`src/rtl/mbx_pkg.sv`:
```
package mbx_pkg;
  localparam int PEND_BIT = 25;
  localparam int DIR_BIT  = 23;
  localparam int DEV_BIT  = 20;
  localparam int RSEL_BIT = 16;
  localparam int BYTE_W   = 8;

  typedef struct packed {
    logic              dir;
    logic              dev;
    logic              rsel;
    logic [BYTE_W-1:0] payload;
  } mbx_cmd_t;

  typedef enum logic {ST_IDLE, ST_RUN} mbx_st_t;
endpackage

```
`src/rtl/mbx_cmd_decode.sv`:
```
module mbx_cmd_decode
  import mbx_pkg::*;
#(
  parameter int          ADDR_W  = 12,
  parameter logic [ADDR_W-1:0] CMD_OFS = 12'h200
) (
  input  logic              host_we,
  input  logic [ADDR_W-1:0] host_addr,
  input  logic [31:0]       host_wdata,
  input  logic              busy,
  output logic              hit,
  output logic              accept,
  output mbx_cmd_t          cmd
);
  logic rsvd_unused;

  always_comb begin
    hit         = (host_addr == CMD_OFS);
    accept      = host_we && hit && !busy;
    cmd.dir     = host_wdata[DIR_BIT];
    cmd.dev     = host_wdata[DEV_BIT];
    cmd.rsel    = host_wdata[RSEL_BIT];
    cmd.payload = host_wdata[BYTE_W-1:0];
    rsvd_unused = ^{host_wdata[31:24], host_wdata[22:21], host_wdata[19:17], host_wdata[15:8]};
  end
endmodule

```
`src/rtl/mbx_seq.sv`:
```
module mbx_seq
  import mbx_pkg::*;
#(
  parameter int WAIT_CLKS = 4
) (
  input  logic clk,
  input  logic rst_n,
  input  logic start,
  output logic busy,
  output logic last
);
  localparam int CW = (WAIT_CLKS < 2) ? 1 : $clog2(WAIT_CLKS);

  mbx_st_t       st_q, st_d;
  logic [CW-1:0] cnt_q, cnt_d;

  always_comb begin
    st_d  = st_q;
    cnt_d = cnt_q;
    case (st_q)
      ST_IDLE: if (start) begin
        st_d  = ST_RUN;
        cnt_d = CW'(WAIT_CLKS - 1);
      end
      ST_RUN: if (cnt_q == '0) begin
        st_d = ST_IDLE;
      end else begin
        cnt_d = cnt_q - 1'b1;
      end
      default: st_d = ST_IDLE;
    endcase
  end

  always_ff @(posedge clk or negedge rst_n) begin
    if (!rst_n) begin
      st_q  <= ST_IDLE;
      cnt_q <= '0;
    end else begin
      st_q  <= st_d;
      cnt_q <= cnt_d;
    end
  end

  assign busy = (st_q == ST_RUN);
  assign last = busy && (cnt_q == '0);
endmodule

```
`src/rtl/mbx_data_reg.sv`:
```
module mbx_data_reg
  import mbx_pkg::*;
(
  input  logic              clk,
  input  logic              rst_n,
  input  logic              load_en,
  input  mbx_cmd_t          cmd_in,
  input  logic              cap_en,
  input  logic [BYTE_W-1:0] cap_byte,
  output mbx_cmd_t          cmd_q
);
  always_ff @(posedge clk or negedge rst_n) begin
    if (!rst_n) begin
      cmd_q <= '0;
    end else if (load_en) begin
      cmd_q <= cmd_in;
    end else if (cap_en) begin
      cmd_q.payload <= cap_byte;
    end
  end
endmodule

```
`src/rtl/mbx_bridge.sv`:
```
module mbx_bridge
  import mbx_pkg::*;
#(
  parameter int                ADDR_W    = 12,
  parameter logic [ADDR_W-1:0] CMD_OFS   = 12'h200,
  parameter int                WAIT_CLKS = 4
) (
  input  logic              clk,
  input  logic              rst_n,
  input  logic              host_we,
  input  logic [ADDR_W-1:0] host_addr,
  input  logic [31:0]       host_wdata,
  output logic [31:0]       host_rdata,
  output logic [1:0]        gst_cs,
  output logic              gst_ale,
  output logic              gst_wr,
  output logic              gst_rd,
  output logic [7:0]        gst_dout,
  output logic              gst_doe,
  input  logic [7:0]        gst_din
);
  logic [1:0] rst_pipe;
  logic       rst_core_n;
  logic       hit, accept, busy, last;
  mbx_cmd_t   cmd_in, cmd_q;

  always_ff @(posedge clk or negedge rst_n) begin
    if (!rst_n) rst_pipe <= 2'b00;
    else        rst_pipe <= {rst_pipe[0], 1'b1};
  end
  assign rst_core_n = rst_pipe[1];

  mbx_cmd_decode #(.ADDR_W(ADDR_W), .CMD_OFS(CMD_OFS)) u_dec (
    .host_we(host_we), .host_addr(host_addr), .host_wdata(host_wdata),
    .busy(busy), .hit(hit), .accept(accept), .cmd(cmd_in)
  );

  mbx_seq #(.WAIT_CLKS(WAIT_CLKS)) u_seq (
    .clk(clk), .rst_n(rst_core_n), .start(accept), .busy(busy), .last(last)
  );

  mbx_data_reg u_data (
    .clk(clk), .rst_n(rst_core_n), .load_en(accept), .cmd_in(cmd_in),
    .cap_en(last && cmd_q.rsel && !cmd_q.dir), .cap_byte(gst_din), .cmd_q(cmd_q)
  );

  always_comb begin
    gst_cs   = '0;
    gst_ale  = busy && !cmd_q.rsel;
    gst_wr   = busy && cmd_q.rsel && cmd_q.dir;
    gst_rd   = busy && cmd_q.rsel && !cmd_q.dir;
    gst_doe  = gst_ale || gst_wr;
    gst_dout = cmd_q.payload;
    if (busy) gst_cs[cmd_q.dev] = 1'b1;
  end

  always_comb begin
    host_rdata = '0;
    if (hit) begin
      host_rdata[PEND_BIT]     = busy;
      host_rdata[DIR_BIT]      = cmd_q.dir;
      host_rdata[DEV_BIT]      = cmd_q.dev;
      host_rdata[RSEL_BIT]     = cmd_q.rsel;
      host_rdata[BYTE_W-1:0]   = cmd_q.payload;
    end
  end
endmodule

```
`config.mk`:
```
export PLATFORM = sky130hd
export DESIGN_NAME = mbx_bridge
export DESIGN_NICKNAME = d
export VERILOG_FILES = /design/src/rtl/mbx_pkg.sv /design/src/rtl/mbx_cmd_decode.sv /design/src/rtl/mbx_seq.sv /design/src/rtl/mbx_data_reg.sv /design/src/rtl/mbx_bridge.sv
export SDC_FILE = /design/constraint.sdc
export NUM_CORES = 1
export LEC_CHECK = 0
export BUFFER_PORTS_ARGS = -buffer_cell sky130_fd_sc_hd__clkbuf_2
export CAP_MARGIN = 20
export CORE_MARGIN = 10
export CORE_UTILIZATION = 40
export DETAILED_ROUTE_END_ITERATION = 10
export PLACE_DENSITY_LB_ADDON = 0.25
export SYNTH_ARGS = -nofsm -noshare
export SYNTH_HDL_FRONTEND = slang
export SYNTH_HIERARCHICAL = 1
export SYNTH_SLANG_ARGS = --single-unit
```
`constraint.sdc`:
```
create_clock -name clk -period 2.7 [get_ports clk]
set_input_delay 0.54 -clock clk [delete_from_list [all_inputs] [get_ports clk]]
set_output_delay 0.54 -clock clk [all_outputs]
set_load 0.01 [all_outputs]
```
==> results of run 1 <==
-- worst max path at each step --
stage	from	cells past startpoint	to	slack, ns
final	host_addr[11]	6	host_rdata[3]	0.26
after global routing	host_addr[11]	6	host_rdata[1]	0.17
after CTS	host_addr[11]	6	host_rdata[3]	0.24
after detailed placement	host_addr[11]	6	host_rdata[3]	0.24
after global placement	host_addr[11]	6	host_rdata[16]	0.26
after floorplan	host_addr[11]	4	host_rdata[6]	0.45
-- critical path: cells and delay by family --
family | cells | cell delay, ns
AND/OR/NAND/NOR | 3 | 0.96
buffers and inverters | 3 | 0.39
-- power breakdown --
group / internal [mW] / switching (mW)
Sequential: 0.247 / 0.00837
Combinational: 0.0311 / 0.0304
Clock: 0.0821 / 0.0746
Total: 0.360 / 0.113
-- synth_stat cells, drive strengths merged --
library cell  instances  area (sq um)
a21boi                1          7.51
nor2                  2          15.0
ha                    1          12.5
mux2i                 8          80.1
buf                  35           278
inv                   3          11.3
mux2                  3          45.0
or4b                  1          10.0
o21a                  2          15.0
nor3                  1          5.00
o21ai                 8          40.0
nor4                  1          12.5
or4                   2          15.0
and2                 14           100
nand2                 8          30.0
and3                  3          18.8
dfrtp                16           400
nor2b                 2          12.5
nand3b                2          15.0
nand2b                1          6.26
conb                  2          7.51
-- logic make-up (layout without fill, tap and decap cells) --
group	Yosys count	after routing	synth area share, %
buffers and inverters	38	70	25.4
multiplexers	11	11	11.0
other	2	21	0.660
AND/OR/NAND/NOR	37	37	21.1
adder cells (fa/ha/maj)	1	1	1.10
flip-flops	16	16	35.2
AO/OA/AOI/OAI	11	11	5.50
-- layout make-up --
class	instances	area (sq um)	share of cell area, %
tap	31	38.8	2.89
inverter	3	11.3	0.839
multi-input combinational	81	528	39.3
sequential	16	400	29.8
clock buffer	4	36.3	2.70
timing repair buffer	63	328	24.4
-- per-stage QoR --
stage / cell area [sq um] / std cells / hold slack, ns
floorplan: 1210 / 135 / 0.174
global placement: 1300 / 193 / 0.247
detailed placement: 1300 / 193 / 0.247
CTS: 1330 / 197 / 0.0116
global route: 1340 / 198 / 0.288
finish: 1340 / 198 / 0.223
-- registers in the layout (all words and copies together), names as in the netlist --
signal,flops
u_seq/busy,1
rst_pipe,2
u_data/cmd_q,11
u_seq/cnt_q,2
-- routing by layer --
| layer | vias up | GRT usage (%) |
|---|---|---|
| met2 | 49 | 16.0 |
| li1 | 428 | - |
| met1 | 399 | 10.1 |
| met4 | 0 | 0.621 |
| met3 | 0 | 6.46 |
| met5 | - | 0 |
-- timing repair --
item / 4_1_cts / 5_1_grt
endpoints found under the setup margin: 0 / 0
hold buffers: 0 / 1
gates resized for setup: 0 / 0
endpoints found under the hold margin: 0 / 2
==> results.toml, run 1 <==
[outcome]
status = "finished, final reports clean"

[sta]
fin_ws_ns = 0.256
fin_crit_ns = 2.44
fin_skew_ns = 0.00568
slew_headroom_pct = 63.2
worstMarginPinSlew_ns = 0.552
drv_slew = 0
rsz0062_at_grt = "false"
final_hold_viol_count = 0
fin_tns_setup_ns = 0
setup_viol = 0
fmax_mhz = 409
period_share_pct = 90.5

[floorplan]
core_sq_um = 2730
rows = 19
start_util_pct = 41.6
io_pins = 101
chipWidth_microns = 73.3
die_area_sq_um = 5380
die_y_microns = 73.3

[final_layout]
final_cell_mix = "59 x clkbuf_2, 21 x conb_1, 16 x dfrtp_1"
layout_commonest_cell = "clkbuf_2"
utilization_pct = 49.1
fin_nets = 224
nFillCells = 279
syn_to_final_growth_pct = 18.0
layout-drive-gt1-share_pct = 47.9
n_antenna_cell = 0

[global_route]
grt_max_degree = 15
grt_pass1_vias = 951
antenna_found_initial = 0
grt_usage_pct = 9.52
grt_overflow = 0
grt_pass1_wl_mm = 4.20

[pwr]
power_mw = 0.474
power_density_nw_per_um2 = 353
vdd_drop_max_uv = 297
power.leakage_nw = 0.746

[routing]
routed_wl_mm = 2.72
wl_met1_mm = 1.03
top_layer = "met3"
wl_met2_mm = 1.29
drc_errors = 0
dr_total_vias = 876
wl_met3_microns = 399
ant_nets = 0
drt_iter0_drc = 12
viasPerCell = 4.42
first_pass_iters = 2
drt-wirelength-per-cell_microns = 13.7

[synth]
synth_cell_types = 25
synth_warnings = 6
syn_inst = 116
netlist_area_sq_um = 1140
postSynthAreaPerCell_sq_um = 9.80
ys_ff_latch = 16
seq_area_frac_synth_pct = 35.2

[clock_tree]
cts.repair_timing.setup_buffer_count = 0
cts_tree = "yes"
insertion_delay_ns = 0.29
path_clk_slew_ns = 0.09
clock_sinks = 16
htree_num_levels = 1
cts-root-buf = "clkbuf_4"
cts_buffer_depth = 2
cts-buffers-inserted = 3

[critical_path]
crit_path_end_kind = "primary output"
critPathArrivalTime_ns = 1.90
r2r_setup_slack_ns = 0.97
slowest_delay_ns = 0.59
worst_ep_required_time_ns = 2.16
slowest_stage = "or4_1"
cp-start-kind = "primary input"
path_class = "primary input to primary output"
worstPathCellList = "clkbuf_2 -> or4_1 -> nor3_1 -> buf_4 -> and2_2 -> clkbuf_2"
rr_startpoint = "u_seq/cnt_q[0]"
path_max_fanout = 12
r2r_cells = 6
r2r_end = "u_data/cmd_q[6]"
cp_common_cell = "clkbuf_2"

[hold_path]
hp-class = "flop to asynchronous set/reset pin"

[placed_design]
pre_cts_ws_ns = 0.240
place_congestion = 0.679
numPortBuffers = 59
place_hpwl_mm = 2.35

[run]
max_cap_violations = 0
Note: power is estimated with default switching activity, not from simulation.
==> run 2: changes to the inputs <==
==> constraint.sdc (replaced) <==
create_clock -name clk -period 2.7 [get_ports clk]
set_input_delay 0.27 -clock clk [delete_from_list [all_inputs] [get_ports clk]]
set_output_delay 0.27 -clock clk [all_outputs]
set_load 0.01 [all_outputs]
==> results.toml, run 2 (synthesis gave the netlist of run 1 again) <==
[hold_path]
min_path_cells = 3
hp-class = "primary input to flop"
holdPathEnd = "u_data/cmd_q[6]"
hp-start = "host_wdata[6]"

[sta]
fin_ws_ns = 0.808
drv_slew = 0
fin_crit_ns = 1.89
worstMarginPinSlew_ns = 0.551
fin_tns_setup_ns = 0
rsz0062_at_grt = "false"
slew_headroom_pct = 63.0
fmax_mhz = 529
period_share_pct = 70.1
final_hold_viol_count = 0
fin_skew_ns = 0.00338
setup_viol = 0
whs_ns = 0.196

[clock_tree]
insertion_delay_ns = 0.28
cts-buffers-inserted = 3
htree_num_levels = 1
cts_resized = 0
cts_tree = "yes"
cts-root-buf = "clkbuf_4"
cts_buffer_depth = 2
cts.repair_timing.setup_buffer_count = 0
clock_sinks = 16
ctsHoldBuffers = 1
path_clk_slew_ns = 0.09

[floorplan]
rows = 19
io_pins = 101
die_area_sq_um = 5380
die_y_microns = 73.3
start_util_pct = 41.6
core_sq_um = 2730
chipWidth_microns = 73.3

[final_layout]
n_antenna_cell = 0
largest_reg_flops = 11
final-seq-area_sq_um = 400
top_register = "u_data/cmd_q"
fin_nets = 223
utilization_pct = 48.8
reg_top3 = "u_data/cmd_q (11), rst_pipe (2), u_seq/cnt_q (2)"
layout-drive-gt1-share_pct = 47.6
syn_to_final_growth_pct = 17.4
final_cell_mix = "59 x clkbuf_2, 21 x conb_1, 16 x dfrtp_1"
nFillCells = 280
layout_commonest_cell = "clkbuf_2"
multiInputGateArea_sq_um = 528
design_area_sq_um = 1340

[critical_path]
cp-start-kind = "primary input"
rr_startpoint = "u_seq/cnt_q[0]"
worst_ep_required_time_ns = 2.43
critPathArrivalTime_ns = 1.62
path_max_fanout = 12
r2r_setup_slack_ns = 0.96
r2r_end = "u_data/cmd_q[4]"
path_class = "primary input to primary output"
crit_path_end_kind = "primary output"
r2r_cells = 6

[outcome]
status = "finished, final reports clean"

[global_route]
grt_pass1_vias = 992
antenna_found_initial = 0
grt_pass1_wl_mm = 4.45
grt_overflow = 0
grt_max_degree = 15
grt_usage_pct = 10.0

[routing]
first_pass_iters = 4
drt_iter0_drc = 22
ant_nets = 0
drt-wirelength-per-cell_microns = 13.8
viasPerCell = 4.41
routed_wl_mm = 2.72
dr_total_vias = 868
drc_errors = 0

[placed_design]
place_hpwl_mm = 2.36
dpl_cell_area_sq_um = 1290
place_congestion = 0.683
pre_cts_ws_ns = 0.607
numPortBuffers = 59

[pwr]
power_density_nw_per_um2 = 352
vdd_drop_max_uv = 257
power.leakage_nw = 0.740

[run]
max_cap_violations = 0
[run 2: changes by cell type in the layout (fill, tap and decap cells not counted)]
cell   delta
buf_4     -1
[run 2: worst max-delay path by stage]
| stage | startpoint | end | slack (ns) | cells past startpoint |
|---|---|---|---|---|
| global placement | host_addr[11] | u_data/cmd_q[0] | 0.64 | 5 |
| CTS | host_addr[11] | host_rdata[23] | 0.78 | 6 |
| finish | host_addr[11] | host_rdata[4] | 0.81 | 6 |
| global route | host_addr[11] | host_rdata[1] | 0.70 | 6 |
| detailed placement | host_addr[11] | u_data/cmd_q[1] | 0.61 | 6 |
| floorplan | host_addr[11] | u_data/cmd_q[10] | 0.94 | 4 |
[run 2: power breakdown]
| part | leakage (nW) | switching [mW] | internal [mW] |
|---|---|---|---|
| sequential | 0.218 | 0.00888 | 0.247 |
| clock | 0.0210 | 0.0701 | 0.0820 |
| combinational | 0.501 | 0.0304 | 0.0311 |
| total | 0.740 | 0.109 | 0.360 |
[run 2: metrics by stage]
| stage | std cells | total power, mW |
|---|---|---|
| after detailed placement | 192 | 0.321 |
| after floorplan | 135 | 0.323 |
| after global routing | 197 | 0.499 |
| after global placement | 192 | 0.317 |
| final | 197 | 0.470 |
| after CTS | 197 | 0.478 |
[run 2: cell type report]
class                      count  area share [%]
multi-input combinational     81            39.6
inverter                       3           0.843
sequential                    16            30.0
timing repair buffer          62            24.0
clock buffer                   4            2.72
tap                           31            2.91
[run 2: metal layers]
layer / part of all wire, % / GRT usage, % / vias up / routed length (microns)
met2: 48 / 18.2 / 53 / 1310
met4: 0 / 1.24 / 0 / 0
met5: 0 / 0 / - / 0
li1: - / - / 426 / -
met1: 37 / 9.61 / 389 / 1000
met3: 15 / 6.06 / 0 / 407
[run 2: worst max-delay path: stages]
cell and delay [ns]:
clkbuf_2 0.07, or4_1 0.59, nor3_1 0.22, buf_4 0.20, and2_1 0.14, clkbuf_2 0.13
